===== src/rtl/txh_pkg.sv =====
package txh_pkg;
   typedef enum logic [2:0] {
      ST_IDLE      = 3'd0,
      ST_DRAIN_CUR = 3'd1,
      ST_DRAIN_NXT = 3'd2,
      ST_ABORT     = 3'd3,
      ST_STOPPED   = 3'd4
   } txh_state_e;
endpackage


===== src/rtl/txh_entry_calc.sv =====
// Outstanding-frame counts loaded on entry to a drain; a same-cycle
// completion event is treated as already consumed.
module txh_entry_calc #(
   parameter int CNT_W = 4
) (
   input  logic             tx_active,
   input  logic             next_queued,
   input  logic             frame_done,
   input  logic [CNT_W-1:0] full_frames,
   input  logic             status_wr,
   output logic [CNT_W-1:0] g_pend,
   output logic [CNT_W-1:0] b_pend
);
   logic cur_left;
   logic sw_take;

   always_comb begin
      cur_left = tx_active & ~frame_done;
      g_pend   = CNT_W'(cur_left) + CNT_W'(next_queued);
      sw_take  = status_wr & (full_frames != '0);
      b_pend   = full_frames - CNT_W'(sw_take);
   end
endmodule


===== src/rtl/txh_hold_gen.sv =====
module txh_hold_gen #(
   parameter bit HOLD_EARLY = 1'b1
) (
   input  logic busy,
   input  logic stop_req,
   input  logic bus_err,
   output logic hold_start
);
   generate
      if (HOLD_EARLY) begin : g_early
         always_comb hold_start = busy | stop_req | bus_err;
      end else begin : g_late
         always_comb hold_start = busy;
      end
   endgenerate
endmodule


===== src/rtl/txh_fsm.sv =====
module txh_fsm
   import txh_pkg::*;
#(
   parameter int CNT_W = 4
) (
   input  logic             clk,
   input  logic             rst_n,
   input  logic             stop_req,
   input  logic             bus_err,
   input  logic             part_queued,
   input  logic             frame_done,
   input  logic             status_wr,
   input  logic [CNT_W-1:0] g_pend,
   input  logic [CNT_W-1:0] b_pend,
   output logic             busy,
   output logic             stop_done,
   output logic             abort_req,
   output logic             frame_irq
);
   localparam logic [CNT_W-1:0] ONE = CNT_W'(1);
   localparam logic [CNT_W-1:0] TWO = CNT_W'(2);

   txh_state_e       state, nxt;
   logic [CNT_W-1:0] pend, pend_n;
   logic             berr_mode, mode_n;
   logic             done_n, abort_n;
   logic             draining, ev;

   always_comb begin
      nxt      = state;
      pend_n   = pend;
      mode_n   = berr_mode;
      done_n   = 1'b0;
      abort_n  = 1'b0;
      draining = (state == ST_DRAIN_CUR) || (state == ST_DRAIN_NXT);
      ev       = berr_mode ? status_wr : frame_done;
      if (bus_err && !berr_mode && (state == ST_IDLE || draining)) begin
         mode_n = 1'b1;
         if (b_pend == '0) begin
            done_n = 1'b1;
            if (part_queued) begin
               abort_n = 1'b1;
               nxt     = ST_ABORT;
            end else begin
               nxt = ST_STOPPED;
            end
         end else begin
            pend_n = b_pend;
            nxt    = (b_pend >= TWO) ? ST_DRAIN_NXT : ST_DRAIN_CUR;
         end
      end else begin
         unique case (state)
            ST_IDLE: begin
               if (stop_req) begin
                  if (g_pend == '0) begin
                     done_n = 1'b1;
                     nxt    = ST_STOPPED;
                  end else begin
                     pend_n = g_pend;
                     nxt    = (g_pend >= TWO) ? ST_DRAIN_NXT : ST_DRAIN_CUR;
                  end
               end
            end
            ST_DRAIN_CUR, ST_DRAIN_NXT: begin
               if (ev) begin
                  if (pend <= ONE) begin
                     done_n = 1'b1;
                     if (berr_mode && part_queued) begin
                        abort_n = 1'b1;
                        nxt     = ST_ABORT;
                     end else begin
                        nxt = ST_STOPPED;
                     end
                  end else begin
                     pend_n = pend - ONE;
                     nxt    = (pend > TWO) ? ST_DRAIN_NXT : ST_DRAIN_CUR;
                  end
               end
            end
            ST_ABORT:   nxt = ST_STOPPED;
            ST_STOPPED: begin
               if (!stop_req) begin
                  nxt    = ST_IDLE;
                  mode_n = 1'b0;
               end
            end
            default:    nxt = ST_IDLE;
         endcase
      end
   end

   always_ff @(posedge clk or negedge rst_n) begin
      if (!rst_n) begin
         state     <= ST_IDLE;
         pend      <= '0;
         berr_mode <= 1'b0;
         stop_done <= 1'b0;
         abort_req <= 1'b0;
         frame_irq <= 1'b0;
      end else begin
         state     <= nxt;
         pend      <= pend_n;
         berr_mode <= mode_n;
         stop_done <= done_n;
         abort_req <= abort_n;
         frame_irq <= status_wr;
      end
   end

   always_comb busy = (state != ST_IDLE);
endmodule


===== src/rtl/tx_halt_seq.sv =====
module tx_halt_seq #(
   parameter int CNT_W      = 4,
   parameter bit HOLD_EARLY = 1'b1
) (
   input  logic             clk,
   input  logic             rst_n,
   input  logic             stop_req,
   input  logic             bus_err,
   input  logic             tx_active,
   input  logic             next_queued,
   input  logic [CNT_W-1:0] full_frames,
   input  logic             part_queued,
   input  logic             frame_done,
   input  logic             status_wr,
   output logic             hold_start,
   output logic             stop_done,
   output logic             abort_req,
   output logic             frame_irq
);
   generate
      if (CNT_W < 2 || CNT_W > 16) begin : g_bad_cnt_w
         $error("tx_halt_seq: CNT_W must lie in 2..16");
      end
   endgenerate

   logic [CNT_W-1:0] g_pend, b_pend;
   logic             busy;

   txh_entry_calc #(.CNT_W(CNT_W)) u_entry (
      .tx_active  (tx_active),
      .next_queued(next_queued),
      .frame_done (frame_done),
      .full_frames(full_frames),
      .status_wr  (status_wr),
      .g_pend     (g_pend),
      .b_pend     (b_pend)
   );

   txh_fsm #(.CNT_W(CNT_W)) u_fsm (
      .clk        (clk),
      .rst_n      (rst_n),
      .stop_req   (stop_req),
      .bus_err    (bus_err),
      .part_queued(part_queued),
      .frame_done (frame_done),
      .status_wr  (status_wr),
      .g_pend     (g_pend),
      .b_pend     (b_pend),
      .busy       (busy),
      .stop_done  (stop_done),
      .abort_req  (abort_req),
      .frame_irq  (frame_irq)
   );

   txh_hold_gen #(.HOLD_EARLY(HOLD_EARLY)) u_hold (
      .busy      (busy),
      .stop_req  (stop_req),
      .bus_err   (bus_err),
      .hold_start(hold_start)
   );
endmodule


===== config.mk =====
export PLATFORM = sky130hd
export DESIGN_NAME = tx_halt_seq
export DESIGN_NICKNAME = d
export VERILOG_FILES = /design/src/rtl/txh_pkg.sv /design/src/rtl/txh_entry_calc.sv /design/src/rtl/txh_hold_gen.sv /design/src/rtl/txh_fsm.sv /design/src/rtl/tx_halt_seq.sv
export SDC_FILE = /design/constraint.sdc
export NUM_CORES = 1
export LEC_CHECK = 0
export ABC_AREA = 1
export ABC_CLOCK_PERIOD_IN_PS = 2900
export BUFFER_PORTS_ARGS = -buffer_cell sky130_fd_sc_hd__buf_4
export CORE_UTILIZATION = 40
export DETAILED_ROUTE_END_ITERATION = 12
export GPL_TIMING_DRIVEN = 0
export PLACE_DENSITY_LB_ADDON = 0.25
export SYNTH_ARGS = -nofsm -noshare
export SYNTH_HDL_FRONTEND = slang
export SYNTH_SLANG_ARGS = --single-unit

===== constraint.sdc =====
create_clock -name clk -period 2.9 [get_ports clk]
set_input_delay 0.58 -clock clk [delete_from_list [all_inputs] [get_ports clk]]
set_output_delay 0.58 -clock clk [all_outputs]
set_load 0.1 [all_outputs]

==> flow_summary.ini <==
[placed_design]
place.gp.congestion = 0.880
portBuffers = 16
preCtsSetupSlack_ps = 618
dp.cells = 207
post_dp_cell_area_mm2 = 0.00116
dp_hpwl_um = 1830

[setup_path]
required_ps = 2320
reg2reg_from = u_fsm.pend[0]$_DFFE_PN0P_
crit_path_start_kind = flop
crit_path_start = u_fsm.state[0]$_DFFE_PN0P_
cpPeakStageDelay_ps = 430
end_kind = output port
critPathMaxFanout = 4
cp.arrival_ps = 1490
critPathKind = flop to output port
cp_slowest_cell = nor3_1
crit_chain = nor3_1, nand3_1, buf_4

[layout]
n_fill_cell = 246
multiInputGateArea_um2 = 611
antenna_cells = 0
syn_to_final_growth_pct = 18.0
seq_area_um2 = 275
nets = 204
drive_above_1_share = 0.186
fin_area_mm2 = 0.00119
layoutNonFillerInstCount = 211

[timing]
tightest_slew_ps = 454
fin_crit_sh = 0.714
setup_viol = 0
slew_viol_final = 0
max_freq_mhz = 483
finalHoldViolCount = 0
min_period_ps = 2070
worst_slack_ps = 829
setup_tns_ps = 0
rsz0062_at_grt = no
finClkSkew_ps = 1.12
relSlewSlack = 0.695

[cts]
cts_resized = 0
htreeDepth = 1
clk_latency_ps = 250
cts-root-buf = clkbuf_4
cts_sinks = 11
post_cts_buffers = 0
ctsHoldBuffers = 0
cts_made_buffers = 3
clkSlewWorstSetupHoldPaths_ps = 60
cts_buffer_depth = 2
cts_tree = built

[floorplanning]
start_util = 0.438
core-area_mm2 = 0.00230
rows = 17
fp.dieH_um = 52.2
io_pins = 17
die_width_um = 52.2
die_area_mm2 = 0.00272

[logic_synthesis]
avgSynthCellArea_um2 = 6.17
ys_types = 18
syn-num-nets = 183
synth-warning-count = 0
synth_cells = 163
syn_area_mm2 = 0.00101
ys_seq_area_frac = 0.274
synth_seq_cells = 11

[grt]
first_global_vias = 925
grt-ovfl-total = 0
top_usage_layer = met2
gr-usage-met1 = 0.250
grtUsageMet2 = 0.301
use_met3 = 0.0175
globalRouteTotalUtil = 0.183
grt_max_degree = 12
antenna_found_initial = 0
grt_pass1_wl_um = 3770

[detailed_routing]
firstDrtPassIters = 4
postRouteAntennaNets = 0
avgRoutedWirePerCell_um = 10.1
vias_per_cell = 4.71
initialDrtViolationCount = 20
wl_um = 2130
vias = 993
drc_errors = 0

[job]
drv_cap = 0

[pwr]
peakVddDrop_v = 0.000465
powerDensity_mw_per_mm2 = 979
leakagePower_nw = 0.698

[outcome]
status = complete, no violations

[min_path]
hold_class = input port to asynchronous set/reset pin
==> layout by cell type, fill, tap and decap left out <==
master     n
inv_2      3
buf_4     16
nand3b_1   1
nor2_2     2
nor3_1     2
o21ai_0    8
nand2_2    6
nor2_1    12
clkbuf_1   1
nand2_4    1
a31oi_1    1
dfrtp_1   11
clkbuf_4   3
buf_6      1
inv_1     26
nand2_1   59
a21oi_1    1
ha_1       7
nand3_1   19
xnor2_1    1
nor2_4     2
==> report_power, final <==
| group | switching (W) | internal [W] | total (W) | leakage [nW] |
|---|---|---|---|---|
| sequential | 0.0000639 | 0.000213 | 0.000277 | 0.139 |
| clock | 0.0000434 | 0.0000530 | 0.0000964 | 0.0150 |
| combinational | 0.000525 | 0.000265 | 0.000790 | 0.544 |
| total | 0.000632 | 0.000531 | 0.00116 | 0.698 |
==> cell usage after synthesis <==
cell | n | area share
buf_6 | 1 | 0.011
xnor2_1 | 1 | 0.0087
ha_1 | 7 | 0.087
nor2_2 | 2 | 0.012
nor2_1 | 12 | 0.045
nand2_4 | 1 | 0.011
a31oi_1 | 1 | 0.0062
nand3_1 | 19 | 0.095
o21ai_0 | 8 | 0.040
nand2_1 | 59 | 0.22
a21oi_1 | 1 | 0.0050
inv_1 | 26 | 0.097
nand3b_1 | 1 | 0.0075
nand2_2 | 6 | 0.037
dfrtp_1 | 11 | 0.27
nor3_1 | 2 | 0.010
inv_2 | 3 | 0.011
nor2_4 | 2 | 0.022
==> routing by layer <==
metal / up-vias / wire length (µm)
met5: - / 0
met4: 0 / 8
met3: 2 / 63
met2: 20 / 962
met1: 430 / 1090
li1: 541 / -
==> critical path: cells and delay by family, from the launching register on <==
kind | cells | cell delay, ps
buffers and inverters | 1 | 260
DFF | 1 | 420
and+or+nand+nor | 2 | 560
==> metrics by stage <==
step / total power (W) / hold WS (ps) / utilization
2_1_floorplan: 0.000901 / 284 / -
4_1_cts: 0.00117 / 136 / 0.517
3_5_place_dp: 0.00107 / 418 / 0.505
6_report: 0.00116 / 142 / 0.517
3_3_place_gp: 0.00105 / 416 / 0.505
5_1_grt: 0.00131 / 129 / 0.517
==> cell type report <==
type | instances | area share
clock buffers | 4 | 0.0221
multi-input cells | 122 | 0.514
well taps | 28 | 0.0295
plain buffers | 1 | 0.00948
flip-flops and latches | 11 | 0.232
inverters | 29 | 0.0917
repair buffers | 16 | 0.101
==> path summary, 6_finish.rpt <==
path                            cells past startpoint                        end  slack, ps
worst max-delay path                                3                 hold_start        830
worst min-delay path                                1  u_fsm.abort_req$_DFF_PN0_        140
worst max register to register                     11  u_fsm.pend[0]$_DFFE_PN0P_       1220
worst min register to register                      2  u_fsm.pend[2]$_DFFE_PN0P_        550
max in group asynchronous                           1  u_fsm.pend[1]$_DFFE_PN0P_       2620
min in group clk                                    1  u_fsm.frame_irq$_DFF_PN0_        440
==> registers in the layout (all words and copies together) (netlist names) <==
register,cells
u_fsm.pend,4
u_fsm.state,3
u_fsm.abort_req,1
u_fsm.berr_mode,1
u_fsm.frame_irq,1
u_fsm.stop_done,1
==> kinds of logic (layout without fill, tap and decap cells) <==
kind of cell    after synthesis  after routing  share of synthesized area
compound gates               10             10                     0.0510
buf+inv                      30             50                      0.119
fa+ha+maj                     7              7                     0.0871
flops                        11             11                      0.274
simple gates                104            104                      0.460
xor+xnor                      1              1                    0.00871
(Power assumes the default switching activity.)
